==> src/rtl/acq_pkg.sv <==
package acq_pkg;
    typedef enum logic [0:0] {
        ST_INTEG = 1'b0,
        ST_IDLE  = 1'b1
    } seq_state_t;
endpackage

==> src/rtl/acq_fsm.sv <==
module acq_fsm
    import acq_pkg::*;
#(
    parameter int CNT_W  = 20,
    parameter int DROP_W = 8
) (
    input  logic              clk,
    input  logic              rst,
    input  logic [CNT_W-1:0]  int_len,
    input  logic              buf_free,
    output logic              det_start,
    output logic              det_xfer,
    output logic              det_dump,
    output logic [DROP_W-1:0] drop_cnt
);
    localparam logic [DROP_W-1:0] DROP_MAX = {DROP_W{1'b1}};
    localparam logic [CNT_W-1:0]  ONE      = CNT_W'(1);

    seq_state_t       state, nxt;
    logic [CNT_W-1:0] cnt, len_q, len_in;
    logic             at_end;
    logic             started;

    assign len_in = (int_len == '0) ? ONE : int_len;
    assign at_end = (cnt == len_q - ONE);

    // next-state decision, only taken in the last cycle of a period
    always_comb begin
        nxt = state;
        if (at_end) begin
            unique case (state)
                ST_INTEG: nxt = buf_free ? ST_INTEG : ST_IDLE;  // T_BACK2BACK / T_DROP
                ST_IDLE:  nxt = buf_free ? ST_INTEG : ST_IDLE;  // T_RESUME / T_RETRY
                default:  nxt = ST_INTEG;
            endcase
        end
    end

    // state register
    always_ff @(posedge clk) begin
        if (rst) begin
            state    <= ST_INTEG;
            cnt      <= '0;
            len_q    <= len_in;
            drop_cnt <= '0;
            started  <= 1'b0;
        end else begin
            started <= 1'b1;
            if (at_end) begin
                cnt   <= '0;
                len_q <= len_in;
                state <= nxt;
                if (nxt == ST_IDLE && drop_cnt != DROP_MAX)
                    drop_cnt <= drop_cnt + 1'b1;
            end else begin
                cnt <= cnt + ONE;
            end
        end
    end

    // outputs
    always_comb begin
        det_start = 1'b0;
        det_xfer  = 1'b0;
        det_dump  = 1'b0;
        unique case (state)
            ST_INTEG: begin
                det_start = (cnt == '0);
                det_xfer  = at_end && buf_free;
                det_dump  = at_end && !buf_free;
            end
            ST_IDLE: ;
            default: ;
        endcase
    end

    // transfer and discard are exclusive
    p_excl_pulse_r10: assert property (@(posedge clk) disable iff (rst)
        !(det_xfer && det_dump));

    // an idle period is silent towards the detector
    p_idle_quiet_r4: assert property (@(posedge clk) disable iff (rst)
        (state == ST_IDLE) |-> (!det_start && !det_xfer && !det_dump));

    // the drop counter moves by at most one and only on entering idle
    p_drop_step_r9: assert property (@(posedge clk) disable iff (rst)
        (started && drop_cnt != $past(drop_cnt)) |->
            (drop_cnt == $past(drop_cnt) + 1'b1 && state == ST_IDLE && $past(at_end)));

    // leaving a period with a free buffer starts an integration
    p_resume_r5: assert property (@(posedge clk) disable iff (rst)
        (at_end && buf_free) |=> det_start);
endmodule

==> src/rtl/acq_frame_buf.sv <==
module acq_frame_buf #(
    parameter int NPIX = 16,
    parameter int DW   = 16
) (
    input  logic          clk,
    input  logic          rst,
    input  logic          xfer,
    input  logic          pix_valid,
    input  logic [DW-1:0] pix_data,
    input  logic          rd_en,
    output logic [DW-1:0] rd_data,
    output logic          buf_empty,
    output logic          buf_free
);
    localparam int PTR_W = (NPIX > 1) ? $clog2(NPIX) : 1;
    localparam int CW    = $clog2(NPIX + 1);
    localparam logic [CW-1:0] LAST = CW'(NPIX - 1);

    logic [DW-1:0] mem [NPIX];
    logic          cap;
    logic [CW-1:0] wr_cnt, rd_ptr;
    logic          wr_fire, rd_fire;
    logic          started;

    assign wr_fire  = cap && pix_valid;
    assign rd_fire  = rd_en && !buf_empty && (rd_ptr < wr_cnt);
    assign buf_free = buf_empty && !cap;
    assign rd_data  = buf_empty ? '0 : mem[PTR_W'(rd_ptr)];

    always_ff @(posedge clk) begin
        if (wr_fire)
            mem[PTR_W'(wr_cnt)] <= pix_data;
    end

    always_ff @(posedge clk) begin
        if (rst) begin
            cap       <= 1'b0;
            wr_cnt    <= '0;
            rd_ptr    <= '0;
            buf_empty <= 1'b1;
            started   <= 1'b0;
        end else begin
            started <= 1'b1;
            if (xfer) begin
                cap    <= 1'b1;
                wr_cnt <= '0;
                rd_ptr <= '0;
            end else if (wr_fire) begin
                wr_cnt    <= wr_cnt + 1'b1;
                buf_empty <= 1'b0;
                if (wr_cnt == LAST)
                    cap <= 1'b0;
            end
            if (rd_fire) begin
                rd_ptr <= rd_ptr + 1'b1;
                if (rd_ptr == LAST)
                    buf_empty <= 1'b1;
            end
        end
    end

    // a transfer is only requested into a free buffer
    p_no_overwrite_r3: assert property (@(posedge clk) disable iff (rst)
        xfer |-> buf_free);

    // empty rises only after reading the last pixel
    p_empty_rise_r7: assert property (@(posedge clk) disable iff (rst)
        (started && $rose(buf_empty)) |-> ($past(rd_fire) && $past(rd_ptr) == LAST));

    // empty falls only after a pixel was stored
    p_empty_fall_r7: assert property (@(posedge clk) disable iff (rst)
        (started && $fell(buf_empty)) |-> $past(wr_fire));

    // the host never reads beyond what was written
    p_rd_behind_wr_r8: assert property (@(posedge clk) disable iff (rst)
        rd_ptr <= wr_cnt);
endmodule

==> src/rtl/acq_seq.sv <==
module acq_seq #(
    parameter int CNT_W  = 20,
    parameter int NPIX   = 16,
    parameter int DW     = 16,
    parameter int DROP_W = 8
) (
    input  logic              clk,
    input  logic              rst,
    input  logic [CNT_W-1:0]  int_len,
    input  logic              pix_valid,
    input  logic [DW-1:0]     pix_data,
    input  logic              rd_en,
    output logic [DW-1:0]     rd_data,
    output logic              buf_empty,
    output logic              det_start,
    output logic              det_xfer,
    output logic              det_dump,
    output logic [DROP_W-1:0] drop_cnt
);
    logic buf_free;

    acq_fsm #(.CNT_W(CNT_W), .DROP_W(DROP_W)) u_fsm (
        .clk       (clk),
        .rst       (rst),
        .int_len   (int_len),
        .buf_free  (buf_free),
        .det_start (det_start),
        .det_xfer  (det_xfer),
        .det_dump  (det_dump),
        .drop_cnt  (drop_cnt)
    );

    acq_frame_buf #(.NPIX(NPIX), .DW(DW)) u_buf (
        .clk       (clk),
        .rst       (rst),
        .xfer      (det_xfer),
        .pix_valid (pix_valid),
        .pix_data  (pix_data),
        .rd_en     (rd_en),
        .rd_data   (rd_data),
        .buf_empty (buf_empty),
        .buf_free  (buf_free)
    );
endmodule

==> config.mk <==
export PLATFORM = sky130hd
export DESIGN_NAME = acq_seq
export DESIGN_NICKNAME = d
export VERILOG_FILES = /design/src/rtl/acq_pkg.sv /design/src/rtl/acq_fsm.sv /design/src/rtl/acq_frame_buf.sv /design/src/rtl/acq_seq.sv
export SDC_FILE = /design/constraint.sdc
export NUM_CORES = 1
export LEC_CHECK = 0
export ABC_AREA = 1
export BUFFER_PORTS_ARGS = -buffer_cell sky130_fd_sc_hd__buf_2
export CORE_MARGIN = 2
export CORE_UTILIZATION = 61
export DETAILED_ROUTE_END_ITERATION = 8
export HOLD_SLACK_MARGIN = 0.02
export PLACE_DENSITY_LB_ADDON = 0.2
export SETUP_SLACK_MARGIN = 0.05
export SLEW_MARGIN = 20
export SYNTH_ARGS = -nofsm -noshare
export SYNTH_HDL_FRONTEND = slang
export SYNTH_SLANG_ARGS = --single-unit
==> constraint.sdc <==
create_clock -name clk -period 3.6 [get_ports clk]
set_clock_uncertainty 0.2 [all_clocks]
set_input_delay 0 -clock clk [delete_from_list [all_inputs] [get_ports clk]]
set_output_delay 0 -clock clk [all_outputs]
set_load 0.1 [all_outputs]
==> qor.yml <==
crit_type: "reg2out"
max_slew_margin: 0.3555
path_cells: "inv_2, ha_1, nand2_4, nor2_8, nand2_1, xor2_1, nand2_1, nor2_2, nand2_4, nor2_8, nand3_2, inv_1, buf_2"
post-cts-setup-buffers: 0
critPathCaptureType: "output port"
synth_top_area_cell: "edfxtp_1"
grt-ovfl-total: 0
setup_tns_ns: 0
synth_cells: 1229
finalPower_uw: 7197
avgSynthCellArea_um2: 11.23
vdd_ir_drop_max_mv: 0.3774
antenna_left: 0
cts_resized: 0
hold_viol_final: 0
dieHeight_um: 154.4
final_util: 0.7136
status: "finished clean"
gp_congestion: 0.8738
async_reset_ff_frac: 0
cts_tree: "yes"
synth_edf_count: 276
grt_max_degree: 129
finalSetupViolCount: 0
drive_gt1_frac: 0.1485
cts_root_buffer: "clkbuf_16"
fmax_ghz: 0.3065
ys_ff_latch: 321
final_cell_mix: "276 x edfxtp_1, 193 x nor2_1, 134 x o21ai_0"
yosysSeqAreaShare: 0.6659
antenna_found_initial: 0
vias: 9807
grt_first_pass_wirelength_mm: 50.76
seqCellArea_um2: 9195
wl_per_cell_um: 19.92
cp-start-kind: "flop"
synth_nets: 1284
clkTransAtPathRegs_ns: 0.06
leakage_uw: 0.005755
ys_types: 44
core_um2: 22430
critPathBufInv: 3
drt-total-wl_mm: 32.79
multi_input_area_um2: 4076
die_area_um2: 23840
numCtsBuffers: 30
powerDensity_nw_per_um2: 449.6
io_buffers: 67
critPathSlowestCell: "edfxtp_1"
cap_violations: 0
required_ns: 3.40
clk_latency_ns: 0.56
dp_slack_ns: 0.8821
fp-row-count: 55
synth_area_leaders: "edfxtp_1 60%, dfxtp_1 6.5%, nor2_1 5.7%"
initial_core_util: 0.6151
syn_area_um2: 13800
io_pins: 68
timing.final.crit_share: 0.9063
post-route-drc-count: 0
worstPathArrival_ns: 3.06
critical_path.top_delay_family: "simple AND/OR/NAND/NOR gates"
tightest_slew_ns: 0.9657
grt_pass1_vias: 9449
yosysWarnings: 0
drtIter0Drc: 920
h-tree-depth: 1
fin_crit_ns: 3.263
num-nets-final: 1394
cts_max_path_buffers: 3
slowest_delay_ns: 0.43
synth_ff_type: "edfxtp_1"
clock-sinks: 321
min_path_type: "in2reg"
viasPerCell: 5.958
drv_slew: 0
grt_setup_unrepaired: "false"
hold-worst-slack_ns: 0.07786
fill_cells: 1580
grt_usage: 0.2749
crit_fanout: 8
syn_to_final_growth_pct: 16.00
synth_top_area_frac: 0.6006
setup_ws_ns: 0.3373
dpl.hpwl_mm: 18.76
fp.dieW_um: 154.4
final_common_cell: "edfxtp_1"
first_pass_iters: 5
-- metal layers --
metal	vias up	global-route usage	share of wire
met1	4727	0.3843	0.42
met3	77	0.03951	0.076
li1	4588	-	-
met5	-	0	0
met4	0	0.09656	0.029
met2	415	0.4486	0.48
-- cell type report --
type                            count  area share
Tap cell                          285     0.02228
Timing Repair Buffer              154     0.07410
Sequential cell                   321      0.5744
Inverter                           78     0.01837
Multi-Input combinational cell    754      0.2546
Antenna cell                        1   0.0001563
Clock buffer                       36     0.04830
Clock inverter                     17    0.007738
-- sequential cells by signal, summed over array words and instances (netlist names), named ones only --
register	flops
u_buf.cap	1
u_buf.mem	256
u_fsm.drop_cnt	8
u_fsm.len_q	20
u_fsm.cnt	20
u_buf.buf_empty	1
u_fsm.state	1
u_buf.rd_ptr	5
u_buf.wr_cnt	5
-- final timing paths --
kind | start | to | slack, ns | cells after the start
max | u_fsm.len_q[0]$_SDFFCE_PN1P_ | det_xfer | 0.34 | 13
min | pix_valid | u_buf.cap$_SDFFE_PP0P_ | 0.08 | 5
max reg2reg | u_fsm.len_q[0]$_SDFFCE_PN1P_ | u_buf.rd_ptr[4]$_SDFFE_PP0N_ | 0.57 | 14
min reg2reg | u_fsm.cnt[0]$_SDFF_PP0_ | u_fsm.cnt[0]$_SDFF_PP0_ | 0.28 | 1
-- power by group --
part	total [uW]	switching (uW)	internal, uW
logic	218	129	89.8
registers	4070	17.4	4050
clock network	2910	1320	1600
-- logic make-up (layout without fill, tap and decap cells) --
logic type	Yosys count	count (layout)	share of synthesized area
AND/OR/NAND/NOR	456	456	0.1495
other	0	1	0
AO/OA/AOI/OAI	259	259	0.1126
buffers and inverters	154	285	0.04261
adder cells (fa/ha/maj)	15	15	0.01360
flip-flops	321	321	0.6659
XOR/XNOR	24	24	0.01578
-- stage by stage --
step	cells	cell area, um^2
CTS	1645	16010
finish	1646	16010
detailed placement	1533	14520
global placement	1533	14520
global route	1645	16010
floorplan	1229	13810
-- synthesized netlist by cell type, types with 3 or more instances --
| library cell | n |
|---|---|
| nand2_4 | 3 |
| clkbuf_1 | 70 |
| nor2_8 | 3 |
| nor2_1 | 209 |
| nand3b_1 | 6 |
| nand4_1 | 17 |
| inv_2 | 4 |
| nor3_1 | 6 |
| ha_1 | 15 |
| o211ai_1 | 22 |
| nor4_1 | 7 |
| nor2_2 | 12 |
| o221ai_1 | 43 |
| o21ai_0 | 134 |
| nand2_2 | 7 |
| dfxtp_1 | 45 |
| o22ai_1 | 22 |
| nand3_1 | 37 |
| or2_2 | 3 |
| inv_1 | 74 |
| edfxtp_1 | 276 |
| nor2_4 | 4 |
| a21oi_1 | 31 |
| nor3_2 | 3 |
| xor2_1 | 21 |
| nand2_1 | 132 |
-- worst min-delay path, delay by kind of cell --
kind            cells  cell delay [ns]
compound gates      1             0.06
buf+inv             2             0.62
simple gates        2             0.10
-- what timing repair did --
| action | 4_1_cts | 5_1_grt |
|---|---|---|
| hold buffers | 59 | 0 |
| endpoints found under the setup margin | 0 | 0 |
| hold endpoints to repair | 309 | 0 |
Power figures use the tool's default switching activity.
